**src/rtl/msg_send_pkg.sv**
```systemverilog
package msg_send_pkg;
  // reason a command was rejected
  typedef enum logic [1:0] {
    REJ_NONE  = 2'd0,
    REJ_SHORT = 2'd1,
    REJ_PRIO  = 2'd2
  } rej_kind_e;

  // smallest legal message: destination plus handler identifier
  localparam int unsigned MIN_MSG_WORDS = 2;
endpackage

```
**src/rtl/msg_frame_ctl.sv**
```systemverilog
module msg_frame_ctl
  import msg_send_pkg::*;
#(
  parameter int unsigned PRIO_W = 2
) (
  input  logic              clk,
  input  logic              rst_n,
  input  logic              acc,
  input  logic              two,
  input  logic              last,
  input  logic [PRIO_W-1:0] prio,
  input  logic              tail_pop,
  output logic              load,
  output logic              head,
  output logic              int_mask,
  output logic              err
);
  localparam int unsigned CNT_W = $clog2(MIN_MSG_WORDS + 1);

  logic              open_q, open_n;
  logic [CNT_W-1:0]  words_q, words_n;
  logic [PRIO_W-1:0] mprio_q, mprio_n;
  logic              mask_q, mask_n;
  logic              err_q, err_n;
  rej_kind_e         rej;
  logic [CNT_W:0]    sum;

  always_comb begin
    sum = {1'b0, words_q} + (two ? (CNT_W+1)'(2) : (CNT_W+1)'(1));
    rej = REJ_NONE;
    if (open_q && (prio != mprio_q))
      rej = REJ_PRIO;
    else if (last && (sum < (CNT_W+1)'(MIN_MSG_WORDS)))
      rej = REJ_SHORT;
  end

  assign load = acc && (rej == REJ_NONE);
  assign head = !open_q;

  always_comb begin
    open_n  = open_q;
    words_n = words_q;
    mprio_n = mprio_q;
    mask_n  = mask_q;
    err_n   = acc && (rej != REJ_NONE);
    if (load) begin
      if (last) begin
        open_n  = 1'b0;
        words_n = '0;
      end else begin
        open_n  = 1'b1;
        mprio_n = prio;
        words_n = (sum > (CNT_W+1)'(MIN_MSG_WORDS)) ? CNT_W'(MIN_MSG_WORDS)
                                                    : sum[CNT_W-1:0];
      end
    end
    if (load && !last)
      mask_n = 1'b1;
    else if (tail_pop)
      mask_n = 1'b0;
  end

  always_ff @(posedge clk or negedge rst_n) begin
    if (!rst_n) begin
      open_q  <= 1'b0;
      words_q <= '0;
      mprio_q <= '0;
      mask_q  <= 1'b0;
      err_q   <= 1'b0;
    end else begin
      err_q  <= err_n;
      mask_q <= mask_n;
      if (load) begin
        open_q  <= open_n;
        words_q <= words_n;
        mprio_q <= mprio_n;
      end
    end
  end

  assign int_mask = mask_q;
  assign err      = err_q;
endmodule

```
**src/rtl/msg_flit_stage.sv**
```systemverilog
module msg_flit_stage #(
  parameter int unsigned DATA_W = 16,
  parameter int unsigned PRIO_W = 2
) (
  input  logic              clk,
  input  logic              rst_n,
  input  logic              load,
  input  logic              two,
  input  logic              last,
  input  logic              head,
  input  logic [PRIO_W-1:0] prio,
  input  logic [DATA_W-1:0] w0,
  input  logic [DATA_W-1:0] w1,
  input  logic              pop,
  output logic              valid,
  output logic              one_left,
  output logic [DATA_W-1:0] data,
  output logic              f_head,
  output logic              f_tail,
  output logic [PRIO_W-1:0] f_prio
);
  localparam int unsigned SLOTS = 2;

  logic [DATA_W-1:0] d_q [SLOTS];
  logic [DATA_W-1:0] d_n [SLOTS];
  logic [SLOTS-1:0]  h_q, h_n, t_q, t_n;
  logic [1:0]        cnt_q, cnt_n;
  logic [PRIO_W-1:0] p_q;
  logic              en;

  assign en = load || pop;

  always_comb begin
    cnt_n = cnt_q;
    h_n   = h_q;
    t_n   = t_q;
    for (int i = 0; i < SLOTS; i++) d_n[i] = d_q[i];
    if (load) begin
      d_n[0] = w0;
      d_n[1] = w1;
      h_n    = {1'b0, head};
      t_n    = {last, last && !two};
      cnt_n  = two ? 2'd2 : 2'd1;
    end else if (pop) begin
      d_n[0] = d_q[1];
      h_n    = {1'b0, h_q[1]};
      t_n    = {1'b0, t_q[1]};
      cnt_n  = cnt_q - 2'd1;
    end
  end

  for (genvar g = 0; g < SLOTS; g++) begin : g_slot
    always_ff @(posedge clk or negedge rst_n) begin
      if (!rst_n) begin
        d_q[g] <= '0;
        h_q[g] <= 1'b0;
        t_q[g] <= 1'b0;
      end else if (en) begin
        d_q[g] <= d_n[g];
        h_q[g] <= h_n[g];
        t_q[g] <= t_n[g];
      end
    end
  end

  always_ff @(posedge clk or negedge rst_n) begin
    if (!rst_n) begin
      cnt_q <= '0;
      p_q   <= '0;
    end else begin
      if (en)   cnt_q <= cnt_n;
      if (load) p_q   <= prio;
    end
  end

  assign valid    = (cnt_q != 2'd0);
  assign one_left = (cnt_q == 2'd1);
  assign data     = d_q[0];
  assign f_head   = h_q[0];
  assign f_tail   = t_q[0];
  assign f_prio   = p_q;
endmodule

```
**src/rtl/msg_send_unit.sv**
```systemverilog
module msg_send_unit #(
  parameter int unsigned DATA_W = 16,
  parameter int unsigned PRIO_W = 2
) (
  input  logic              clk,
  input  logic              rst_n,
  input  logic              cmd_valid,
  output logic              cmd_ready,
  input  logic              cmd_two,
  input  logic              cmd_last,
  input  logic [PRIO_W-1:0] cmd_prio,
  input  logic [DATA_W-1:0] cmd_w0,
  input  logic [DATA_W-1:0] cmd_w1,
  output logic              flit_valid,
  input  logic              flit_ready,
  output logic [DATA_W-1:0] flit_data,
  output logic              flit_head,
  output logic              flit_tail,
  output logic [PRIO_W-1:0] flit_prio,
  output logic              int_mask,
  output logic              send_err
);
  logic acc, load, head, pop, one_left;

  assign pop       = flit_valid && flit_ready;
  assign cmd_ready = !flit_valid || (one_left && flit_ready);
  assign acc       = cmd_valid && cmd_ready;

  msg_frame_ctl #(.PRIO_W(PRIO_W)) u_frame (
    .clk      (clk),
    .rst_n    (rst_n),
    .acc      (acc),
    .two      (cmd_two),
    .last     (cmd_last),
    .prio     (cmd_prio),
    .tail_pop (pop && flit_tail),
    .load     (load),
    .head     (head),
    .int_mask (int_mask),
    .err      (send_err)
  );

  msg_flit_stage #(.DATA_W(DATA_W), .PRIO_W(PRIO_W)) u_stage (
    .clk      (clk),
    .rst_n    (rst_n),
    .load     (load),
    .two      (cmd_two),
    .last     (cmd_last),
    .head     (head),
    .prio     (cmd_prio),
    .w0       (cmd_w0),
    .w1       (cmd_w1),
    .pop      (pop),
    .valid    (flit_valid),
    .one_left (one_left),
    .data     (flit_data),
    .f_head   (flit_head),
    .f_tail   (flit_tail),
    .f_prio   (flit_prio)
  );
endmodule

```
**config.mk**
```make
export PLATFORM = sky130hd
export DESIGN_NAME = msg_send_unit
export DESIGN_NICKNAME = d
export VERILOG_FILES = /design/src/rtl/msg_send_pkg.sv /design/src/rtl/msg_frame_ctl.sv /design/src/rtl/msg_flit_stage.sv /design/src/rtl/msg_send_unit.sv
export SDC_FILE = /design/constraint.sdc
export NUM_CORES = 1
export LEC_CHECK = 0
export CAP_MARGIN = 20
export CORE_MARGIN = 4
export CORE_UTILIZATION = 52
export CTS_CLUSTER_SIZE = 10
export DETAILED_ROUTE_END_ITERATION = 8
export GPL_TIMING_DRIVEN = 0
export PLACE_DENSITY = 0.85
export SLEW_MARGIN = 20
export SYNTH_ARGS = -nofsm -noshare
export SYNTH_HDL_FRONTEND = slang
export SYNTH_SLANG_ARGS = --single-unit
```
**constraint.sdc**
```tcl
create_clock -name clk -period 5.8 [get_ports clk]
set_input_delay 1.45 -clock clk [delete_from_list [all_inputs] [get_ports clk]]
set_output_delay 1.45 -clock clk [all_outputs]
set_load 0.1 [all_outputs]
```
==> impl_metrics.env, run 1 <==
export IMPL_ioPinCount=64
export IMPL_ys_seq_area_share_pct=48.4
export IMPL_finalSetupViolCount=0
export IMPL_num_vias=1439
export IMPL_grt_setup_unrepaired="no"
export IMPL_cp_end_kind="output pin"
export IMPL_avgSynthCellArea_um2=14.3
export IMPL_start_kind="input port"
export IMPL_r2r_slack_ps=3590
export IMPL_hpwl_um=3390
export IMPL_yosysTopAreaCell="dfrtp_1"
export IMPL_hold_depth=1
export IMPL_hold_end="u_stage.d_q[4]$_DFFE_PN0P_"
export IMPL_fin_crit_sh_pct=80.9
export IMPL_drive_gt1_share_pct=38.2
export IMPL_cts_resized=0
export IMPL_nets=281
export IMPL_hold_viol_final=0
export IMPL_tightest_slew_ps=994
export IMPL_rows=24
export IMPL_syn_cell_area_mm2=0.00238
export IMPL_fp_dieArea_mm2=0.00572
export IMPL_fin_setup_tns_ps=0
export IMPL_drtIter0Drc=71
export IMPL_critPathRequiredTime_ps=4350
export IMPL_crit_type="in2out"
export IMPL_ant_nets=0
export IMPL_r2r_cells=7
export IMPL_maxCapViolCount=0
export IMPL_grt_pass1_vias=1522
export IMPL_synth_cell_types=27
export IMPL_viasPerCell=4.96
export IMPL_place_gp_congestion=0.791
export IMPL_start_util_pct=54.3
export IMPL_synth_edf_count=0
export IMPL_clk_path_buf_depth=2
export IMPL_cp_max_fo=4
export IMPL_hold_path_startpoint="u_stage.d_q[4]$_DFFE_PN0P_"
export IMPL_synth_top_area_share_pct=48.4
export IMPL_area_growth_pct=35.9
export IMPL_diodes=0
export IMPL_grt_total_usage_pct=16.8
export IMPL_clock_sinks=46
export IMPL_yosys_warnings=0
export IMPL_hold_path_class="reg2reg"
export IMPL_slew_viol_final=0
export IMPL_clk_pin_slew_ps=90
export IMPL_maxSlewHeadroom_pct=33.5
export IMPL_antenna_found_initial=0
export IMPL_cts_max_level=2
export IMPL_cts_made_buffers=5
export IMPL_r2r_start="u_frame.words_q[0]$_DFFE_PN0P_"
export IMPL_status="finished, final reports clean"
export IMPL_dieHeight_um=75.6
export IMPL_grt_max_degree=27
export IMPL_fin_crit_ps=4690
export IMPL_async_reset_ff_share_pct=100
export IMPL_synth_most_common_cell="dfrtp_1"
export IMPL_yosys_most_used_dff="dfrtp_1"
export IMPL_port_buffers=63
export IMPL_core_area_mm2=0.00438
export IMPL_postCtsHoldBufs=0
export IMPL_synth_area_top_cells="dfrtp_1 48%, mux2_4 22%, mux2_2 8.5%"
export IMPL_fin_skew_ps=12.4
export IMPL_syn_inst=166
export IMPL_drc_errors=0
export IMPL_synthTopCellsByCount="46 x dfrtp_1, 35 x mux2_4, 18 x mux2_2"
export IMPL_wirelength_um=4540
export IMPL_cts_tree="done"
export IMPL_clk_insertion_delay_late_ps=300
export IMPL_first_pass_iters=4
export IMPL_cts_root_buf="clkbuf_8"
export IMPL_fmax_ghz=0.213
export IMPL_grt_pass1_wl_um=7210
export IMPL_overflow=0
export IMPL_synth_seq_cells=46
export IMPL_die_w_um=75.6
export IMPL_wl_per_cell_um=15.6
export IMPL_syn_nets=210
export IMPL_post_cts_buffers=0
export IMPL_r2r_end="u_stage.data[15]$_DFFE_PN0P_"
export IMPL_crit_arrival_ps=3240
-- cell type report --
class                   count  area (um2)
plain buffers              23         191
clock buffers               6        82.6
clock inverters             2        60.1
fillers                   303        1150
inverters                   6        22.5
multi-input cells          91        1010
flip-flops and latches     46        1150
well taps                  52        65.1
repair buffers             64         646
-- registers in the layout (all words and copies together) (netlist names) --
signal / count
u_frame.mprio_q: 2
u_stage.cnt_q: 2
u_stage.d_q: 16
u_stage.f_tail: 1
u_frame.open_q: 1
u_frame.words_q: 2
u_stage.t_q: 1
u_stage.f_head: 1
u_stage.f_prio: 2
u_stage.data: 16
u_frame.int_mask: 1
u_frame.err: 1
-- cells in the final DEF (no fill, tap or decap), drive strengths merged, types with 2 or more instances in the layout --
master | Yosys | final
ha | 3 | 3
o21ai | 6 | 6
nand2 | 5 | 5
xor2 | 2 | 2
clkdlybuf4s50 | 0 | 62
nor2 | 3 | 3
nand3 | 2 | 2
mux2i | 5 | 5
dfrtp | 46 | 46
a21oi | 2 | 2
mux2 | 53 | 53
clkbuf | 0 | 6
or3 | 3 | 3
buf | 23 | 25
inv | 6 | 6
bufinv | 0 | 2
-- through the flow --
| step | instance area (um2) | cells | hold slack, ps | setup slack (ps) | util [%] |
|---|---|---|---|---|---|
| 6_report | 3230 | 290 | 515 | 1110 | 73.7 |
| 5_1_grt | 3230 | 290 | 525 | 1050 | 73.7 |
| 4_1_cts | 3230 | 290 | 515 | 1100 | 73.7 |
| 3_5_place_dp | 3090 | 282 | 494 | 1110 | 70.5 |
| 3_3_place_gp | 3070 | 281 | 491 | 1100 | 70.1 |
| 2_1_floorplan | 2380 | 166 | 475 | 2440 | - |
-- routing by layer --
metal	track usage (%)	vias to the layer above	part of all wire [%]	wire (um)
li1	-	697	-	-
met1	23.6	690	46	2090
met2	26.9	49	46	2100
met3	3.43	3	7.0	319
met4	4.08	0	0.53	24
met5	0	-	0	0
-- cell families (layout without fill, tap and decap cells) --
group           count (synthesis)  count (layout)  share of synthesized area (%)
compound gates                 11              11                           2.63
mux                            58              58                           32.7
simple gates                   15              15                           3.74
buf+inv                        29             101                           9.00
flops                          46              46                           48.4
fa+ha+maj                       4               4                           2.42
xor+xnor                        3               3                           1.10
-- how the worst max path moves through the flow --
stage / end / cells after the start / slack [ps] / start
finish: cmd_ready / 3 / 1110 / flit_ready
global route: cmd_ready / 3 / 1050 / flit_ready
CTS: cmd_ready / 3 / 1100 / flit_ready
detailed placement: cmd_ready / 3 / 1110 / flit_ready
global placement: cmd_ready / 3 / 1100 / flit_ready
floorplan: cmd_ready / 1 / 2440 / flit_ready
-- critical path, stage by stage --
cell             delay (ps)
clkdlybuf4s50_1         480
a21o_2                  170
clkdlybuf4s50_1        1140
Power of run 1 is left out: the tool's default activity adds up to more than one toggle a clock period on the data nets, which glitch-free logic cannot reach.
==> run 2: changes to the inputs <==
- CORE_UTILIZATION: 52 -> 44
- PLACE_DENSITY: 0.85 -> 0.77
- clock period: 5.8 -> 4 ns (I/O delays scaled with it)
==> impl_metrics.env, run 2 (synthesis gave the netlist of run 1 again) <==
export IMPL_status="finished, final reports clean"
export IMPL_hold_end="u_stage.d_q[1]$_DFFE_PN0P_"
export IMPL_start_util_pct=46.0
export IMPL_dr_wl_met2_um=2150
export IMPL_cts_max_level=2
export IMPL_cp_end_kind="output pin"
export IMPL_fin_crit_ps=3800
export IMPL_rows=26
export IMPL_fill_cells=410
export IMPL_slew_viol_final=0
export IMPL_drc_errors=0
export IMPL_utilization_pct=61.7
export IMPL_hpwl_um=3250
export IMPL_fp_dieArea_mm2=0.00665
export IMPL_dieHeight_um=81.5
export IMPL_hold_depth=1
export IMPL_hold_path_startpoint="u_stage.d_q[1]$_DFFE_PN0P_"
export IMPL_nets=281
export IMPL_grt_pass1_vias=1455
export IMPL_ant_nets=0
export IMPL_r2r_end="u_stage.data[15]$_DFFE_PN0P_"
export IMPL_drtIter0Drc=40
export IMPL_maxSlewHeadroom_pct=34.8
export IMPL_hold_path_class="reg2reg"
export IMPL_cts_made_buffers=5
export IMPL_top_layer="met4"
export IMPL_crit_type="in2out"
export IMPL_cts_root_buf="clkbuf_8"
export IMPL_fin_ws_ps=203
export IMPL_viasPerCell=4.65
export IMPL_diodes=0
export IMPL_fin_crit_sh_pct=94.9
export IMPL_mostFrequentLayoutCell="clkdlybuf4s50_1"
export IMPL_drive_gt1_share_pct=38.0
export IMPL_grt_pass1_wl_um=6930
export IMPL_wirelength_um=4340
export IMPL_cp_max_fo=4
export IMPL_core_area_mm2=0.00517
export IMPL_fin_skew_ps=4.63
export IMPL_die_w_um=81.5
export IMPL_post_place_cells=300
export IMPL_overflow=0
export IMPL_place_gp_congestion=0.775
export IMPL_postCtsHoldBufs=0
export IMPL_maxCapViolCount=0
export IMPL_r2r_start="u_frame.words_q[0]$_DFFE_PN0P_"
export IMPL_mostFrequentLayoutCells="62 x clkdlybuf4s50_1, 46 x dfrtp_1, 35 x mux2_4, 18 x mux2_2, 16 x buf_4"
export IMPL_clk_path_buf_depth=2
export IMPL_r2r_slack_ps=1790
export IMPL_first_pass_iters=4
export IMPL_post_cts_buffers=0
export IMPL_hold_viol_final=0
export IMPL_start_kind="input port"
export IMPL_antenna_found_initial=0
export IMPL_final_instance_count_excl_fill=307
export IMPL_dp_slack_ps=195
export IMPL_wl_per_cell_um=14.1
export IMPL_clk_pin_slew_ps=80
export IMPL_port_buffers=63
export IMPL_cts_tree="done"
export IMPL_grt_max_degree=27
export IMPL_wl_met1_um=1900
export IMPL_r2r_cells=7
export IMPL_ioPinCount=64
export IMPL_grt_setup_unrepaired="no"
export IMPL_crit_arrival_ps=2800
export IMPL_area_growth_pct=34.1
export IMPL_clock_sinks=46
export IMPL_finalSetupViolCount=0
export IMPL_fmax_ghz=0.263
export IMPL_num_vias=1428
export IMPL_tightest_slew_ps=974
export IMPL_grt_total_usage_pct=13.9
export IMPL_critPathRequiredTime_ps=3000
export IMPL_clk_insertion_delay_late_ps=290
export IMPL_cts_resized=0
export IMPL_route_met3_wl_um=245
export IMPL_fin_setup_tns_ps=0
-- run 2: changes by cell type in the layout (fill, tap and decap cells not counted), sizes merged --
cell and change:
clkbuf -1, bufinv -2, clkinv +2
-- run 2: worst max-delay path, cell delays in order --
cell and delay [ps]:
clkdlybuf4s50_1 480, a21o_2 170, clkdlybuf4s50_1 1150
-- run 2: layout make-up --
| class | instances | area (um2) | share of cell area [%] |
|---|---|---|---|
| Multi-Input combinational cell | 91 | 1010 | 31.8 |
| Buffer | 23 | 191 | 6.00 |
| Inverter | 6 | 22.5 | 0.706 |
| Clock buffer | 5 | 68.8 | 2.16 |
| Timing Repair Buffer | 64 | 646 | 20.2 |
| Clock inverter | 2 | 10.0 | 0.314 |
| Sequential cell | 46 | 1150 | 36.1 |
| Tap cell | 70 | 87.6 | 2.75 |
-- run 2: worst max path at each step --
stage,to,cells after the start,start
after floorplan,u_stage.f_prio[1]$_DFFE_PN0P_,8,cmd_two
after global placement,cmd_ready,3,flit_ready
after detailed placement,cmd_ready,3,flit_ready
after CTS,cmd_ready,3,flit_ready
after global routing,cmd_ready,3,flit_ready
final,cmd_ready,3,flit_ready
-- run 2: metal layers --
metal / vias up / GRT usage [%]
met4: 0 / 4.56
met5: - / 0
met3: 2 / 3.84
met1: 689 / 17.4
met2: 41 / 23.1
li1: 696 / -
-- run 2: through the flow --
stage,cell area [um2],hold WS (ps)
after CTS,3190,513
after floorplan,2380,475
after detailed placement,3110,492
after global routing,3190,521
after global placement,3100,489
final,3190,511
Power of run 2 is left out for the same reason.
